`src/rtl/uart_rx_pkg.sv`:
```
package uart_rx_pkg;
  typedef enum logic [2:0] {
    RX_IDLE, RX_START, RX_DATA, RX_PARITY, RX_STOP, RX_XFER, RX_WAITHIGH
  } rxState_t;

  typedef struct packed {
    logic startFrame;
    logic sampleData;
    logic sampleParity;
    logic sampleStop;
    logic finishFrame;
  } rxStrobes_t;

  localparam int WORD_MAX = 9;
endpackage

```
`src/rtl/uart_rx_ctrl.sv`:
```
module uart_rx_ctrl
  import uart_rx_pkg::*;
#(
  parameter int TICKS_PER_BIT = 16
) (
  input  logic       clk,
  input  logic       rstN,
  input  logic       tick16,
  input  logic       rxLine,
  input  logic       rxEnable,
  input  logic [1:0] cfgLen,
  input  logic       cfgParEn,
  input  logic       cfgTwoStop,
  output rxStrobes_t strobes,
  output logic       busy
);
  localparam int CNT_W = $clog2(TICKS_PER_BIT);
  localparam logic [CNT_W-1:0] MID_CNT  = CNT_W'(TICKS_PER_BIT / 2 - 1);
  localparam logic [CNT_W-1:0] LAST_CNT = CNT_W'(TICKS_PER_BIT - 1);

  rxState_t        state;
  logic [CNT_W-1:0] tickCnt;
  logic [3:0]      bitCnt;
  logic [1:0]      lenQ;
  logic            parQ, twoQ;
  logic            atSample;
  logic [3:0]      lastBit;

  assign atSample = tick16 && (tickCnt == LAST_CNT);
  assign lastBit  = (lenQ == 2'd0) ? 4'd6 : (lenQ == 2'd1) ? 4'd7 : 4'd8;
  assign busy     = (state != RX_IDLE);

  always_comb begin
    strobes = '0;
    strobes.startFrame   = (state == RX_IDLE) && rxEnable && tick16 && !rxLine;
    strobes.sampleData   = (state == RX_DATA) && atSample;
    strobes.sampleParity = (state == RX_PARITY) && atSample;
    strobes.sampleStop   = (state == RX_STOP) && atSample;
    strobes.finishFrame  = (state == RX_XFER);
  end

  always_ff @(posedge clk) begin
    if (!rstN || !rxEnable) begin
      state   <= RX_IDLE;
      tickCnt <= '0;
      bitCnt  <= '0;
      lenQ    <= '0;
      parQ    <= 1'b0;
      twoQ    <= 1'b0;
    end else begin
      case (state)
        RX_IDLE: if (strobes.startFrame) begin
          state   <= RX_START;
          tickCnt <= '0;
          lenQ    <= cfgLen;
          parQ    <= cfgParEn;
          twoQ    <= cfgTwoStop;
        end
        RX_START: if (tick16) begin
          if (tickCnt == MID_CNT) begin
            state   <= rxLine ? RX_IDLE : RX_DATA;
            tickCnt <= '0;
            bitCnt  <= '0;
          end else tickCnt <= tickCnt + 1'b1;
        end
        RX_DATA: if (tick16) begin
          if (atSample) begin
            tickCnt <= '0;
            if (bitCnt == lastBit) begin
              bitCnt <= '0;
              state  <= parQ ? RX_PARITY : RX_STOP;
            end else bitCnt <= bitCnt + 1'b1;
          end else tickCnt <= tickCnt + 1'b1;
        end
        RX_PARITY: if (tick16) begin
          if (atSample) begin
            tickCnt <= '0;
            state   <= RX_STOP;
          end else tickCnt <= tickCnt + 1'b1;
        end
        RX_STOP: if (tick16) begin
          if (atSample) begin
            tickCnt <= '0;
            if (twoQ && bitCnt == 4'd0) bitCnt <= 4'd1;
            else state <= RX_XFER;
          end else tickCnt <= tickCnt + 1'b1;
        end
        RX_XFER:     state <= RX_WAITHIGH;
        RX_WAITHIGH: if (rxLine) state <= RX_IDLE;
        default:     state <= RX_IDLE;
      endcase
    end
  end
endmodule

```
`src/rtl/uart_rx_dp.sv`:
```
module uart_rx_dp
  import uart_rx_pkg::*;
(
  input  logic       clk,
  input  logic       rstN,
  input  logic       rxLine,
  input  rxStrobes_t strobes,
  input  logic       regWe,
  input  logic       regRe,
  input  logic [1:0] regAddr,
  input  logic [7:0] regWdata,
  output logic [7:0] regRdata,
  output logic       rxEnable,
  output logic       rtsSel,
  output logic [1:0] cfgLen,
  output logic       cfgParEn,
  output logic       cfgTwoStop,
  output logic       rxFull,
  output logic       ovrFlag,
  output logic       ferFlag,
  output logic       perFlag,
  output logic       sumFlag,
  output logic       rxIrq
);
  logic [7:0]          ctrlReg;
  logic [WORD_MAX-1:0] shiftReg, word, bufReg;
  logic [1:0]          lenQ;
  logic                parEnQ, parOddQ, parBitQ, stopBad;
  logic                topBit, parMiss, accept, clrNow, fullEff;

  assign rxEnable   = ctrlReg[0];
  assign rtsSel     = ctrlReg[1];
  assign cfgLen     = ctrlReg[4:3];
  assign cfgParEn   = ctrlReg[5];
  assign cfgTwoStop = ctrlReg[7];

  always_comb begin
    case (lenQ)
      2'd0:    begin word = {2'b00, shiftReg[8:2]}; topBit = word[6]; end
      2'd1:    begin word = {1'b0, shiftReg[8:1]};  topBit = word[7]; end
      default: begin word = shiftReg;               topBit = word[8]; end
    endcase
    parMiss = parEnQ && ((^word ^ parBitQ) != parOddQ);
    accept  = strobes.finishFrame && rxEnable && !(ctrlReg[2] && !topBit);
    clrNow  = (regRe && regAddr == 2'd2) || !rxEnable;
    fullEff = rxFull && !clrNow;
  end

  always_comb begin
    case (regAddr)
      2'd0:    regRdata = ctrlReg;
      2'd1:    regRdata = {3'b000, sumFlag, perFlag, ferFlag, ovrFlag, rxFull};
      2'd2:    regRdata = bufReg[7:0];
      default: regRdata = {7'b0, bufReg[8]};
    endcase
  end

  always_ff @(posedge clk) begin
    if (!rstN) begin
      ctrlReg  <= '0;
      shiftReg <= '0;
      bufReg   <= '0;
      lenQ     <= '0;
      parEnQ   <= 1'b0;
      parOddQ  <= 1'b0;
      parBitQ  <= 1'b0;
      stopBad  <= 1'b0;
      rxFull   <= 1'b0;
      ovrFlag  <= 1'b0;
      ferFlag  <= 1'b0;
      perFlag  <= 1'b0;
      sumFlag  <= 1'b0;
      rxIrq    <= 1'b0;
    end else begin
      if (regWe && regAddr == 2'd0) ctrlReg <= regWdata;
      if (strobes.startFrame) begin
        shiftReg <= '0;
        stopBad  <= 1'b0;
        lenQ     <= cfgLen;
        parEnQ   <= cfgParEn;
        parOddQ  <= ctrlReg[6];
      end
      if (strobes.sampleData)   shiftReg <= {rxLine, shiftReg[WORD_MAX-1:1]};
      if (strobes.sampleParity) parBitQ  <= rxLine;
      if (strobes.sampleStop)   stopBad  <= stopBad | ~rxLine;
      if (clrNow) begin
        rxFull  <= 1'b0;
        ovrFlag <= 1'b0;
        ferFlag <= 1'b0;
        perFlag <= 1'b0;
        sumFlag <= 1'b0;
      end
      rxIrq <= 1'b0;
      if (accept) begin
        bufReg  <= word;
        rxFull  <= 1'b1;
        rxIrq   <= !fullEff;
        ovrFlag <= (ovrFlag && !clrNow) || fullEff;
        ferFlag <= (ferFlag && !clrNow) || stopBad;
        perFlag <= (perFlag && !clrNow) || parMiss;
        sumFlag <= (sumFlag && !clrNow) || fullEff || stopBad || parMiss;
      end
    end
  end
endmodule

```
`src/rtl/uart_rx_sleep.sv`:
```
module uart_rx_sleep
  import uart_rx_pkg::*;
#(
  parameter int TICKS_PER_BIT = 16
) (
  input  logic       clk,
  input  logic       rstN,
  input  logic       tick16,
  input  logic       rxLine,
  input  logic       regWe,
  input  logic       regRe,
  input  logic [1:0] regAddr,
  input  logic [7:0] regWdata,
  output logic [7:0] regRdata,
  output logic       rtsN,
  output logic       rxIrq
);
  rxStrobes_t strobes;
  logic       busy, rxEnable, rtsSel, cfgParEn, cfgTwoStop;
  logic [1:0] cfgLen;
  logic       rxFull, ovrFlag, ferFlag, perFlag, sumFlag;

  uart_rx_ctrl #(.TICKS_PER_BIT(TICKS_PER_BIT)) uCtrl (
    .clk(clk), .rstN(rstN), .tick16(tick16), .rxLine(rxLine),
    .rxEnable(rxEnable), .cfgLen(cfgLen), .cfgParEn(cfgParEn),
    .cfgTwoStop(cfgTwoStop), .strobes(strobes), .busy(busy)
  );

  uart_rx_dp uDp (
    .clk(clk), .rstN(rstN), .rxLine(rxLine), .strobes(strobes),
    .regWe(regWe), .regRe(regRe), .regAddr(regAddr), .regWdata(regWdata),
    .regRdata(regRdata), .rxEnable(rxEnable), .rtsSel(rtsSel),
    .cfgLen(cfgLen), .cfgParEn(cfgParEn), .cfgTwoStop(cfgTwoStop),
    .rxFull(rxFull), .ovrFlag(ovrFlag), .ferFlag(ferFlag),
    .perFlag(perFlag), .sumFlag(sumFlag), .rxIrq(rxIrq)
  );

  assign rtsN = !(rtsSel && rxEnable && !busy);
endmodule

```
`config.mk`:
```
export PLATFORM = sky130hd
export DESIGN_NAME = uart_rx_sleep
export DESIGN_NICKNAME = d
export VERILOG_FILES = /design/src/rtl/uart_rx_pkg.sv /design/src/rtl/uart_rx_ctrl.sv /design/src/rtl/uart_rx_dp.sv /design/src/rtl/uart_rx_sleep.sv
export SDC_FILE = /design/constraint.sdc
export NUM_CORES = 1
export LEC_CHECK = 0
export BUFFER_PORTS_ARGS = -buffer_cell sky130_fd_sc_hd__buf_2
export CELL_PAD_IN_SITES_DETAIL_PLACEMENT = 0
export CELL_PAD_IN_SITES_GLOBAL_PLACEMENT = 2
export CORE_MARGIN = 2
export CORE_UTILIZATION = 38
export DETAILED_ROUTE_END_ITERATION = 10
export GPL_TIMING_DRIVEN = 0
export PLACE_DENSITY = 0.89
export SYNTH_ARGS = -nofsm -noshare
export SYNTH_HDL_FRONTEND = slang
export SYNTH_SLANG_ARGS = --single-unit
export TNS_END_PERCENT = 1
```
`constraint.sdc`:
```
create_clock -name clk -period 3 [get_ports clk]
set_input_delay 0 -clock clk [delete_from_list [all_inputs] [get_ports clk]]
set_output_delay 0 -clock clk [all_outputs]
set_load 0.02 [all_outputs]
```
==> results.md, run 1 <==
- Chip Width: 90.8 um
- Highest Clock Rate: 438 MHz
- Antenna violations before repair: 0
- Crit start category: flop
- Synth Area in Compound Gates: 18.4%
- Tot GR Track Use: 17.8%
- DRT Pass-1 Iters: 4
- Clock buffer count from CTS: 5
- M1 wire length: 3570 um
- CTS clock-pin slew for the worst setup and hold paths: 0.09 ns
- Critical-path top delay cell: or4bb_1
- Setup TNS: 0 ns
- Main combinational cell family by area after synthesis: simple AND/OR/NAND/NOR gates
- Post-synth EDFFs: 0
- H-Tree Level Count: 2
- Area delta synth->final: 14.5%
- Routed WL: 7110 um
- Worst-margin pin slew: 0.683 ns
- Worst-path fanout max: 7
- Metal3 WL: 173 um
- Leak: 1.12 nW
- Worst Path Class, Setup: reg2reg
- Share of layout cells above drive strength 1: 10.8%
- Routed wire length per instance: 14.6 um
- Vias in the first global route: 2,403
- Synth Register Bits: 53
- FF-to-FF setup slack: 0.72 ns
- YS warnings: 0
- Routed wl met2: 3300 um
- DR vias: 2,512
- Final period util: 76.1%
- Worst reg2reg path endpoint: uCtrl.bitCnt[3]
- Clock tree buffer depth: 2
- DPL Wire Length: 5200 um
- Starting density of the core: 39.5%
- Sink Count: 53
- Post-route minimum period: 2.28 ns
- Final setup fails: 0
- Yosys top cell area share: 37.1%
- Worst skew pair latency: 0.31 ns
- Top cells by area, synth: dfxtp_1 37%, mux2i_1 7.3%, nand2_1 7.1%
- Synth async-reset ratio: 0%
- Adder-cell share of the synthesized area: 1.31%
- Cell Pwr Density: 363 nW/um^2
- Worst Setup SP: uCtrl.bitCnt[0]
- Core box area: 7250 um^2
- Core Util, Final: 45.2%
- Hold Violations, Final: 0
- Most common cell in the netlist: nand2_1
- Row count: 31
- Start of the worst register-to-register path: uCtrl.bitCnt[0]
- DR vias/cell: 5.16
- Final #Nets: 407
- Worst Clk Skew: 0.00942 ns
- DRT iter0 DRCs: 182
- Diode count: 0
- Synthesized Nets: 368
- CP endpoint: uCtrl.bitCnt[3]
- DR DRC count: 0
- Syn avg cell area: 8.20 um^2
- Slew Viols, Final: 0
- I/O pin cnt: 26
- Full die area: 8240 um^2
- Top sig layer: met4
- CTS tree: done
- Status: completed
- Largest net degree at the start of global routing: 15
- Synth Cell Area: 2860 um^2
- Crit-path cells: inv_1 > ha_1 > or4bb_1 > nor3_2 > o311ai_4 > nor2_2 > or4b_1 > a21oi_1
- CP max stage delay: 0.46 ns
- Die Height: 90.8 um
- Cell variety after synth: 50
- Post-synthesis mux area share: 9.71%
- Seq/Total Area, Yosys: 37.1%
- Synth cell count leaders: 54 x nand2_1, 53 x dfxtp_1, 22 x a21oi_1
- GPL Wtd Cong: 0.814
- Predominant post-synthesis flop cell: dfxtp_1
- Total grt overflow: 0
- Reg2Reg Depth: 8
- Root Driver: clkbuf_8
- RSZ-0062 raised after global routing: no
- MaxCap Viol Count: 0
- Req. time, crit path: 3.24 ns
- First-pass GRT wire length: 12,000 um
- Synth area leader: dfxtp_1
- Setup Buffers After CTS: 0
- Post-route ant nets: 0
- Port buffer count: 23
- Setup crit end kind: flop
- Slew margin rel.: 54.5%
- Synth Area in Simple Gates: 26.3%
- Post-Synthesis Cells: 349
- CP arrival: 2.52 ns
- Max IR drop VDD: 0.000164 V
- Area share of xor/xnor cells in the synthesized design: 3.24%
- Hold WC Path Type: in2reg
## worst min-delay path by stage
stage                       endpoint  slack [ns]   startpoint  cells past startpoint
floorplan            uDp.shiftReg[8]        0.14       rxLine                      2
global route        uCtrl.tickCnt[1]        0.07       tick16                      3
detailed placement    uDp.ctrlReg[3]        0.27  regWdata[3]                      3
global placement      uDp.ctrlReg[2]        0.26  regWdata[2]                      3
finish              uCtrl.tickCnt[1]        0.06       tick16                      3
CTS                 uCtrl.tickCnt[1]        0.05       tick16                      3
## metrics by stage
stage	total power [mW]	instance area [um^2]	instances	hold WS [ns]	setup WS [ns]
6_report	1.19	3280	487	0.0571	0.716
3_5_place_dp	0.783	3100	471	0.266	0.722
5_1_grt	1.23	3280	487	0.0729	0.544
4_1_cts	1.20	3280	487	0.0475	0.710
3_3_place_gp	0.783	3100	471	0.257	0.739
2_1_floorplan	0.761	2860	349	0.145	0.952
## flip-flops by register name, indices dropped and copies added (netlist names), 2 cells and up
| name | flops |
|---|---|
| uDp.lenQ | 2 |
| uCtrl.state | 3 |
| uCtrl.bitCnt | 4 |
| uDp.ctrlReg | 8 |
| uDp.shiftReg | 9 |
| uCtrl.tickCnt | 4 |
| uDp.bufReg | 9 |
| uCtrl.lenQ | 2 |
## area by class of cell
class                           instances  area (um^2)
Multi-Input combinational cell        267         1690
Fill cell                             738         3980
Timing Repair Buffer                   32          205
Inverter                                6         22.5
Sequential cell                        53         1060
Buffer                                 23         90.1
Tap cell                               99          124
Clock buffer                            7         86.3
## routing by layer
metal | vias to the layer above | track usage (%)
met2 | 37 | 29.9
met3 | 6 | 3.09
met1 | 1173 | 24.0
met4 | 0 | 4.17
met5 | - | 0
li1 | 1296 | -
## critical path: cells and delay by family (launching register included)
kind	cells	cell delay, ns
flip-flops	1	0.37
AO/OA/AOI/OAI	2	0.29
adder cells (fa/ha/maj)	1	0.15
AND/OR/NAND/NOR	4	1.26
buffers and inverters	1	0.14
## kinds of logic (layout without fill, tap and decap cells)
kind of cell	count (synthesis)	count (layout)
simple gates	147	147
compound gates	82	82
flops	53	53
buf+inv	29	68
mux	26	26
xor+xnor	9	9
fa+ha+maj	3	3
## timing repair
action                                 in CTS  in global routing
endpoints found under the hold margin       9                  0
resized for setup                           0                  0
hold buffers                                9                  0
## placed cells by master, fill, tap and decap left out, types with 4 or more instances in the layout
cell / Yosys / layout
inv_1: 6 / 6
mux2_2: 4 / 4
nor3b_1: 4 / 4
mux2i_1: 21 / 21
buf_2: 3 / 26
nand3_1: 15 / 15
or3_1: 4 / 4
and2_1: 4 / 4
clkbuf_1: 19 / 20
clkbuf_8: 0 / 6
a21boi_0: 17 / 17
dlygate4sd3_1: 0 / 9
o211ai_1: 4 / 4
nand2_1: 54 / 54
xnor2_1: 5 / 5
dfxtp_1: 53 / 53
nand2b_1: 4 / 4
a21oi_1: 22 / 22
a31oi_1: 4 / 4
o21ai_0: 21 / 21
nor2b_1: 18 / 18
nor3_1: 6 / 6
nor2_1: 17 / 17
## report_power, final
group          switching (mW)  total [mW]  internal, mW
registers             0.00392       0.711         0.707
clock network           0.232       0.416         0.184
logic                  0.0325      0.0648        0.0323
Power figures use the tool's default switching activity.
==> inputs of run 2 (changes only) <==
- CORE_UTILIZATION: 38 -> 35
- PLACE_DENSITY: 0.89 -> 0.83
- clock period: 3 -> 2.14 ns (I/O delays scaled with it)
==> results.md, run 2 (synthesis results as in run 1) <==
- Tot GR Track Use: 17.9% (was 17.8%)
- Most frequent cells in the layout: 53 x nand2_1, 51 x dfxtp_1, 26 x buf_2 (was 54 x nand2_1, 53 x dfxtp_1, 26 x buf_2)
- Worst Clk Skew: 0.00603 ns (was 0.00942 ns)
- CTS tree: done (unchanged)
- Critical path's top delay family: simple AND/OR/NAND/NOR gates (unchanged)
- GPL Wtd Cong: 0.785 (was 0.814)
- Worst skew pair latency: 0.31 ns (about the same)
- Row count: 32 (was 31)
- Full die area: 8920 um^2 (was 8240 um^2)
- Top flop regs: uDp.bufReg (9), uDp.shiftReg (9), uDp.ctrlReg (8) (unchanged)
- First-pass GRT wire length: 12,500 um (was 12,000 um)
- Final Non-Filler Cells: 498 (was 487)
- Root Driver: clkbuf_8 (unchanged)
- RSZ-0062 raised after global routing: yes (was no)
- Clock tree buffer depth: 2 (unchanged)
- Critical-path top delay cell: or4bb_4 (was or4bb_1)
- Setup crit end kind: flop (unchanged)
- Antenna violations before repair: 0 (unchanged)
- Chip Width: 94.4 um (was 90.8 um)
- Cell Pwr Density: 532 nW/um^2 (was 363 nW/um^2)
- Post-route ant nets: 0 (unchanged)
- Setup TNS: 0 ns (unchanged)
- DRT iter0 DRCs: 138 (was 182)
- DR vias: 2,605 (was 2,512)
- CP max stage delay: 0.49 ns (was 0.46 ns)
- Status: completed (unchanged)
- Core box area: 7810 um^2 (was 7250 um^2)
- Share of layout cells above drive strength 1: 15.9% (was 10.8%)
- Die Height: 94.4 um (was 90.8 um)
- Inst Count DP: 474 (was 471)
- Port buffer count: 23 (unchanged)
- Diode count: 0 (unchanged)
- Commonest non-fill, non-tap cell in the layout: nand2_1 (unchanged)
- CTS clock-pin slew for the worst setup and hold paths: 0.10 ns (was 0.09 ns)
- CP arrival: 2.37 ns (was 2.52 ns)
- Largest net degree at the start of global routing: 16 (was 15)
- Highest Clock Rate: 471 MHz (was 438 MHz)
- Worst-path fanout max: 4 (was 7)
- Final setup fails: 0 (unchanged)
- Total grt overflow: 0 (unchanged)
- MaxCap Viol Count: 0 (unchanged)
- DPL Wire Length: 5280 um (was 5200 um)
- Worst-margin pin slew: 0.659 ns (was 0.683 ns)
- Worst path buffer plus inverter count: 1 (unchanged)
- DR vias/cell: 5.23 (was 5.16)
- Slew Viols, Final: 0 (unchanged)
- Routed WL: 7310 um (was 7110 um)
- H-Tree Level Count: 2 (unchanged)
- Sink Count: 53 (unchanged)
- Post-route minimum period: 2.12 ns (was 2.28 ns)
- Final period util: 99.3% (was 76.1%)
- Max IR drop VDD: 0.000243 V (was 0.000164 V)
- Number of fill cells: 806 (was 738)
- I/O pin cnt: 26 (unchanged)
- Crit start category: flop (unchanged)
- Hold Violations, Final: 0 (unchanged)
- Crit-path cells: inv_4 > ha_1 > or4bb_4 > nor3_4 > o311ai_4 > nor2_2 > or4b_1 > a21oi_1 (was inv_1 > ha_1 > or4bb_1 > nor3_2 > o311ai_4 > nor2_2 > or4b_1 > a21oi_1)
- Starting density of the core: 36.7% (was 39.5%)
- Slew margin rel.: 56.0% (was 54.5%)
- Req. time, crit path: 2.39 ns (was 3.24 ns)
- Area delta synth->final: 19.2% (was 14.5%)
- Clock buffer count from CTS: 5 (unchanged)
- DRT Pass-1 Iters: 4 (unchanged)
- Leak: 1.21 nW (was 1.12 nW)
- Hold WC Path Type: in2reg (unchanged)
- Final #Nets: 414 (was 407)
- Worst Path Class, Setup: reg2reg (unchanged)
- DR DRC count: 0 (unchanged)
- Routed wire length per instance: 14.7 um (was 14.6 um)
- Vias in the first global route: 2,533 (was 2,403)
-- run 2: cell types whose count changed in the layout (fill, tap and decap cells not counted), sizes merged --
cell	change
clkbuf	-3
buf	+10
bufinv	+1
-- run 2: through the flow --
stage	hold WS, ns	power (mW)	util (%)	cell area, um^2	worst slack, ns
finish	0.0536	1.81	43.7	3410	0.0158
global route	0.0926	1.88	43.7	3410	-0.139
CTS	0.0468	1.83	43.3	3380	-0.00684
detailed placement	0.254	1.10	39.8	3100	-0.140
global placement	0.252	1.10	39.8	3100	-0.134
floorplan	0.145	1.07	-	2860	0.0924
-- run 2: worst register-to-register path, cell delays in order, from the launching register on --
cell	delay, ns
dfxtp_4	0.37
inv_4	0.06
ha_1	0.15
or4bb_4	0.49
nor3_4	0.18
o311ai_4	0.12
nor2_2	0.13
or4b_1	0.45
a21oi_1	0.13
-- run 2: final cells by class --
cell class,count,area [um^2],area share [%]
Timing Repair Buffer,41,277,8.11
Sequential cell,53,1070,31.3
Buffer,21,90.1,2.64
Inverter,6,25.0,0.734
Clock buffer,7,86.3,2.53
Tap cell,102,128,3.74
Clock inverter,1,30.0,0.880
Multi-Input combinational cell,267,1710,50.1
-- run 2: worst paths after layout --
kind                                 startpoint          endpoint  slack [ns]  cells past startpoint
worst min register to register      uDp.perFlag       uDp.perFlag        0.47                      2
worst max register to register  uCtrl.bitCnt[0]   uCtrl.bitCnt[3]        0.02                      8
worst max-delay path            uCtrl.bitCnt[0]   uCtrl.bitCnt[3]        0.02                      8
worst min-delay path                     tick16  uCtrl.tickCnt[1]        0.05                      3
-- run 2: repair_timing --
item,CTS,global route
pin swaps,5,3
endpoints found under the setup margin,5,24
hold endpoints to repair,9,0
setup buffers,7,2
hold buffers,9,0
resized for setup,9,11
-- run 2: metal layers --
metal,up-vias,GRT usage (%),routed length [um]
met4,0,7.13,177
met5,-,0,0
met1,1220,23.6,3520
met2,51,29.3,3380
li1,1320,-,-
met3,14,3.03,232
-- run 2: report_power, final --
group	leakage, nW	switching, mW	total [mW]	internal (mW)
Combinational	0.722	0.0452	0.0905	0.0453
Sequential	0.429	0.00564	0.995	0.989
Clock	0.0585	0.345	0.727	0.382
Total	1.21	0.396	1.81	1.42
